[config.mk]
export PLATFORM = sky130hd
export DESIGN_NAME = pwrup_seq
export DESIGN_NICKNAME = d
export VERILOG_FILES = /design/src/rtl/pwrup_pkg.sv /design/src/rtl/pwrup_sync.sv /design/src/rtl/pwrup_loader.sv /design/src/rtl/pwrup_seq.sv
export SDC_FILE = /design/constraint.sdc
export NUM_CORES = 1
export LEC_CHECK = 0
export BUFFER_PORTS_ARGS = -buffer_cell sky130_fd_sc_hd__buf_2
export CAP_MARGIN = 10
export CORE_ASPECT_RATIO = 0.8
export CORE_UTILIZATION = 34
export DETAILED_ROUTE_END_ITERATION = 8
export GPL_ROUTABILITY_DRIVEN = 0
export PLACE_DENSITY = 0.72
export SLEW_MARGIN = 30
export SYNTH_ARGS = -nofsm -noshare
export SYNTH_HDL_FRONTEND = slang
export SYNTH_SLANG_ARGS = --single-unit
[constraint.sdc]
create_clock -name clk -period 1.3 [get_ports clk]
set_clock_uncertainty 0.2 [all_clocks]
set_input_delay 0.26 -clock clk [delete_from_list [all_inputs] [get_ports clk]]
set_output_delay 0.26 -clock clk [all_outputs]
set_load 0.05 [all_outputs]
[src/rtl/pwrup_pkg.sv]
package pwrup_pkg;

  typedef enum logic [1:0] {
    ST_OFF   = 2'd0,
    ST_LOAD  = 2'd1,
    ST_STRAP = 2'd2,
    ST_READY = 2'd3
  } seq_state_t;

  // Target address = base plus two-bit strap offset
  function automatic logic [6:0] make_bus_addr(input logic [6:0] base,
                                               input logic [1:0] ofs);
    return base + {5'b00000, ofs};
  endfunction

endpackage

[src/rtl/pwrup_sync.sv]
module pwrup_sync #(
  parameter int W = 2
) (
  input  logic         clk,
  input  logic         rst_n,
  input  logic [W-1:0] din,
  output logic [W-1:0] dout
);
  logic [W-1:0] stage1_q, stage2_q;

  always_ff @(posedge clk) begin
    if (!rst_n) begin
      stage1_q <= '0;
      stage2_q <= '0;
    end else begin
      stage1_q <= din;
      stage2_q <= stage1_q;
    end
  end

  assign dout = stage2_q;
endmodule

[src/rtl/pwrup_loader.sv]
module pwrup_loader #(
  parameter int NUM_WORDS = 8,
  parameter int DW        = 8,
  parameter int MAW       = 3
) (
  input  logic           clk,
  input  logic           rst_n,
  input  logic           active,
  input  logic           mem_ack,
  input  logic [DW-1:0]  mem_data,
  output logic           mem_req,
  output logic [MAW-1:0] mem_addr,
  output logic           wr_en,
  output logic [MAW-1:0] wr_addr,
  output logic [DW-1:0]  wr_data,
  output logic           load_done
);
  localparam logic [MAW-1:0] LAST_IDX = MAW'(NUM_WORDS - 1);

  logic [MAW-1:0] idx_q;
  logic           fire;
  logic           at_last;

  assign mem_req   = active;
  assign mem_addr  = idx_q;
  assign fire      = active & mem_ack;
  assign at_last   = (idx_q == LAST_IDX);
  assign load_done = fire & at_last;
  assign wr_en     = fire;
  assign wr_addr   = idx_q;
  assign wr_data   = mem_data;

  always_ff @(posedge clk) begin
    if (!rst_n || !active) begin
      idx_q <= '0;
    end else if (fire) begin
      idx_q <= at_last ? '0 : idx_q + 1'b1;
    end
  end

  // an accepted non-final word moves the index forward by one
  assert_index_steps_R3: assert property (@(posedge clk) disable iff (!rst_n)
    (fire && !at_last) |=> (!active || mem_addr == MAW'($past(mem_addr) + 1'b1)));

  // index never leaves the word range
  assert_index_range_R3: assert property (@(posedge clk) disable iff (!rst_n)
    mem_req |-> (mem_addr <= LAST_IDX));
endmodule

[src/rtl/pwrup_seq.sv]
module pwrup_seq
  import pwrup_pkg::*;
#(
  parameter int          NUM_WORDS = 8,
  parameter int          DW        = 8,
  parameter logic [6:0]  BASE_ADDR = 7'h08,
  localparam int         MAW       = (NUM_WORDS > 1) ? $clog2(NUM_WORDS) : 1
) (
  input  logic           clk,
  input  logic           rst_n,
  input  logic           supply_ok,
  output logic           mem_req,
  output logic [MAW-1:0] mem_addr,
  input  logic           mem_ack,
  input  logic [DW-1:0]  mem_data,
  input  logic [1:0]     strap_code,
  input  logic           out_en_req,
  output logic           reg_wr,
  output logic [MAW-1:0] reg_wr_addr,
  output logic [DW-1:0]  reg_wr_data,
  output logic [6:0]     bus_addr,
  output logic           init_done,
  output logic           bus_en,
  output logic           out_en
);
  seq_state_t state_q, state_d;
  logic [1:0] strap_sync;
  logic [1:0] offset_q;
  logic       load_active;
  logic       load_done;
  logic       strap_capture;

  pwrup_sync #(.W(2)) u_strap_sync (
    .clk  (clk),
    .rst_n(rst_n),
    .din  (strap_code),
    .dout (strap_sync)
  );

  assign load_active   = (state_q == ST_LOAD);
  assign strap_capture = (state_q == ST_STRAP);

  pwrup_loader #(.NUM_WORDS(NUM_WORDS), .DW(DW), .MAW(MAW)) u_loader (
    .clk      (clk),
    .rst_n    (rst_n),
    .active   (load_active),
    .mem_ack  (mem_ack),
    .mem_data (mem_data),
    .mem_req  (mem_req),
    .mem_addr (mem_addr),
    .wr_en    (reg_wr),
    .wr_addr  (reg_wr_addr),
    .wr_data  (reg_wr_data),
    .load_done(load_done)
  );

  always_comb begin
    state_d = state_q;
    if (!supply_ok) begin
      state_d = ST_OFF;
    end else begin
      unique case (state_q)
        ST_OFF:   state_d = ST_LOAD;
        ST_LOAD:  if (load_done) state_d = ST_STRAP;
        ST_STRAP: state_d = ST_READY;
        ST_READY: state_d = ST_READY;
        default:  state_d = ST_OFF;
      endcase
    end
  end

  always_ff @(posedge clk) begin
    if (!rst_n) begin
      state_q  <= ST_OFF;
      offset_q <= 2'b00;
    end else begin
      state_q <= state_d;
      if (!supply_ok)         offset_q <= 2'b00;
      else if (strap_capture) offset_q <= strap_sync;
    end
  end

  assign init_done = (state_q == ST_READY);
  assign bus_en    = init_done;
  assign bus_addr  = make_bus_addr(BASE_ADDR, offset_q);
  assign out_en    = out_en_req & init_done;

  // ready is entered only right after the strap capture cycle
  assert_ready_after_capture_R4: assert property (@(posedge clk) disable iff (!rst_n)
    $rose(init_done) |-> $past(strap_capture));

  // address stays in the four-entry window
  assert_addr_window_R5: assert property (@(posedge clk) disable iff (!rst_n)
    (bus_addr >= BASE_ADDR) && (bus_addr <= 7'(BASE_ADDR + 7'd3)));

  // address frozen while running
  assert_addr_frozen_R6: assert property (@(posedge clk) disable iff (!rst_n)
    (init_done && $past(init_done)) |-> $stable(bus_addr));

  // output enable never ahead of the bus enable
  assert_out_en_gated_R7: assert property (@(posedge clk) disable iff (!rst_n)
    out_en |-> bus_en);

  // supply loss clears the ready flags and the request
  assert_drop_on_uvlo_R8: assert property (@(posedge clk) disable iff (!rst_n)
    !supply_ok |=> (!init_done && !bus_en && !mem_req));

  // register writes only occur in the load phase
  assert_write_in_load_R9: assert property (@(posedge clk) disable iff (!rst_n)
    reg_wr |-> (state_q == ST_LOAD));
endmodule

==> summary.md <==
| Metric | Value |
|---|---|
| Status | finished with violations |
| Failing checks | negative setup slack |
| Floorplan core area | 1456 µm² |
| Clock buffer depth | 2 |
| Seq/Total Area, Yosys | 39.20% |
| Critical path launch point type | register |
| Antenna viol nets, final | 0 |
| Inserted Clock Buffers | 3 |
| Pre-CTS WS | -0.03583 ns |
| I/O pin total | 41 |
| Hold Startpoint | strap_code[0] |
| Crit share post-route | 115.7% |
| Reg area | 236.5 µm² |
| Routed via count | 395 |
| Int Power | 496.5 µW |
| Cell Area, Synth | 561.8 µm² |
| Die Area | 1820 µm² |
| Fin. max-slew vios | 0 |
| Slowest cell on crit path | dfxtp_2 |
| Library cells used by synthesis | 18 |
| Max frequency | roughly 660 MHz |
| Vias in the first global route | 391 |
| Placed cell count | 86 |
| Grt total ovfl | 0 |
| Ys Warns | 0 |
| Hold Crit Class | primary input to register |
| Largest net degree at the start of global routing | 7 |
| Reg2reg setup slack | approximately 0.070 ns |
| Fillers | 139 |
| Psw | ~190 µW |
| Most common cell after layout, fill and taps aside | buf_6 |
| DRT iter0 DRCs | 4 |
| Fin util | 53.52% |
| RR Endpoint | u_loader.mem_addr[1] |
| WS Path Type | register to output pin |
| Routed WL per cell | 10.84 µm |
| Data required, critical path | roughly 0.84 ns |
| Worst vdd ir | ~0.60 mV |
| Drt via density | between 4 and 5 |
| # DRC | 0 |
| Post-Synthesis Cells | 59 |
| Clk_lat worst skew | 0.27 ns |
| Die Ht | 38.36 µm |
| PwrDens | 875.5 nW/µm² |
| CTS root buf | clkbuf_4 |
| Final hold vios | 0 |
| Port bufs | 19 |
| Antenna violations before repair | 0 |
| Layout area overhead | 38.75% |
| Die width | 47.45 µm |
| CP endpoint kind | output pin |
| Flop pwr share | 50.3% |
| Layout cells sized above 1 | 56.76% |
| Worst-path clk slew | 0.07 ns |
| Maxcap violations | 0 |
| WL final | 1030 µm |
| Hold Path Sink | u_strap_sync.stage1_q[0] |
| Sw Ratio | 27.26% |
| H-tree levels | 1 |
| Mean post-synth cell area | 9.522 µm² |
| Crit path DAT | 1.04 ns |
| RSZ-0062 raised after global routing | yes |
| Layout Nets | 92 |
| R2R cell count | 4 |
| Clk pwr share | 33.6% |
| Post-synth EDFFs | 0 |
| CP Buf/Inv Count | 1 |
| Dpl hpwl | 639 µm |
| Hold WS | between 0.006 and 0.007 ns |
| Area of the multi-input gates | 247.7 µm² |
| CP Cell Sequence | nor2b_4, and2_4, buf_8 |
| # setup viols final | 5 |
| Antenna cell count | 0 |
| Combinational power share | roughly 16% |
| Setup ws final | -0.2044 ns |
| Critical Path Fanout Max | 4 |
| Starting Density | 38.57% |
| Synthesis-stage register bit count | 11 |
| Clk sinks | 11 |
| First-pass GRT wire length | 1635 µm |
| Cell Rows | 12 |
| Drt pass-1 iters | 2 |
| Ys flop type | dfxtp_1 |
| CTS tree | yes |
| Final std cells w/o fill | between 90 and 100 |
| Gr usage total | between 10% and 20% |
| WHS Path Cells | 2 |
| Crit path max-delay family | flip-flops |
| Post-synth ARST share | 0% |
| Reg-to-reg startpoint | u_loader.mem_addr[1] |
| Leak | 0.0003612 µW |
| Commonest non-fill, non-tap cells in the layout | buf_6 (8), buf_4 (7), nor2_1 (6), buf_2 (6), dfxtp_1 (6) |
| Crit-path max cell delay | 0.35 ns |
| Sum Neg Setup Slack | -0.8548 ns |
| Final min period | roughly 1.5 ns |
state kept, by name (all words and copies together), names as in the netlist:
signal / flops
u_strap_sync.stage1_q: 2
offset_q: 2
state_q: 2
u_strap_sync.dout: 2
u_loader.mem_addr: 3
power by group through the flow:
stage | Combinational, µW | Sequential, µW | Clock [µW]
detailed placement | 91.8 | 355 | 0
global placement | 91.8 | 354 | 0
floorplan | 147 | 357 | 0
finish | 110 | 343 | 230
global route | 116 | 344 | 253
CTS | 109 | 345 | 237
cells by family (layout without fill, tap and decap cells):
group | Yosys count | after routing | synth area share [%]
fa+ha+maj | 2 | 2 | 4.454
mux | 4 | 4 | 7.127
simple gates | 19 | 19 | 20.49
compound gates | 3 | 3 | 3.786
flops | 11 | 11 | 39.20
buf+inv | 18 | 30 | 23.61
other cells | 2 | 5 | 1.337
layer usage:
layer,track usage (%),vias to the layer above,part of all wire (%)
met2,27.74,16,56
met4,6.429,0,0
met3,5.660,0,5.7
li1,-,198,-
met1,12.54,181,38
met5,0,-,0
cells in the mapped netlist (2+ instances only):
cell	n	area, µm²
a31oi_1	2	12.51
and2_1	5	31.28
buf_4	17	127.6
conb_1	2	7.510
dfxtp_1	11	220.2
ha_1	2	25.02
mux2i_1	4	40.04
nor2_1	6	22.52
worst max path at each step:
stage	from	depth (start not counted)	slack (ns)	endpoint
final	state_q[0]	3	-0.20	reg_wr
after CTS	state_q[0]	3	-0.20	reg_wr
after floorplan	state_q[1]	2	-0.16	init_done
after global routing	state_q[0]	3	-0.24	reg_wr
after global placement	state_q[1]	2	-0.01	out_en
after detailed placement	state_q[1]	2	-0.04	out_en
timing repair:
| action | 4_1_cts | 5_1_grt |
|---|---|---|
| resized for setup | 27 | 6 |
| hold buffers | 1 | 0 |
| pin swaps | 0 | 3 |
| setup endpoints to repair | 13 | 14 |
| endpoints found under the hold margin | 1 | 0 |
| setup buffers | 3 | 1 |
layout make-up:
type / count / share of cell area, %
well taps: 21 / 3.371
multi-input cells: 33 / 31.78
repair buffers: 26 / 31.14
flip-flops and latches: 11 / 30.34
clock buffers: 4 / 3.371
stage by stage:
step / power [µW] / area, µm²
finish: 682.5 / 779.5
global route: 712.8 / 779.5
CTS: 690.5 / 744.5
detailed placement: 446.4 / 604.3
global placement: 446.0 / 604.3
floorplan: 504.6 / 600.6
(Power assumes the default switching activity.)
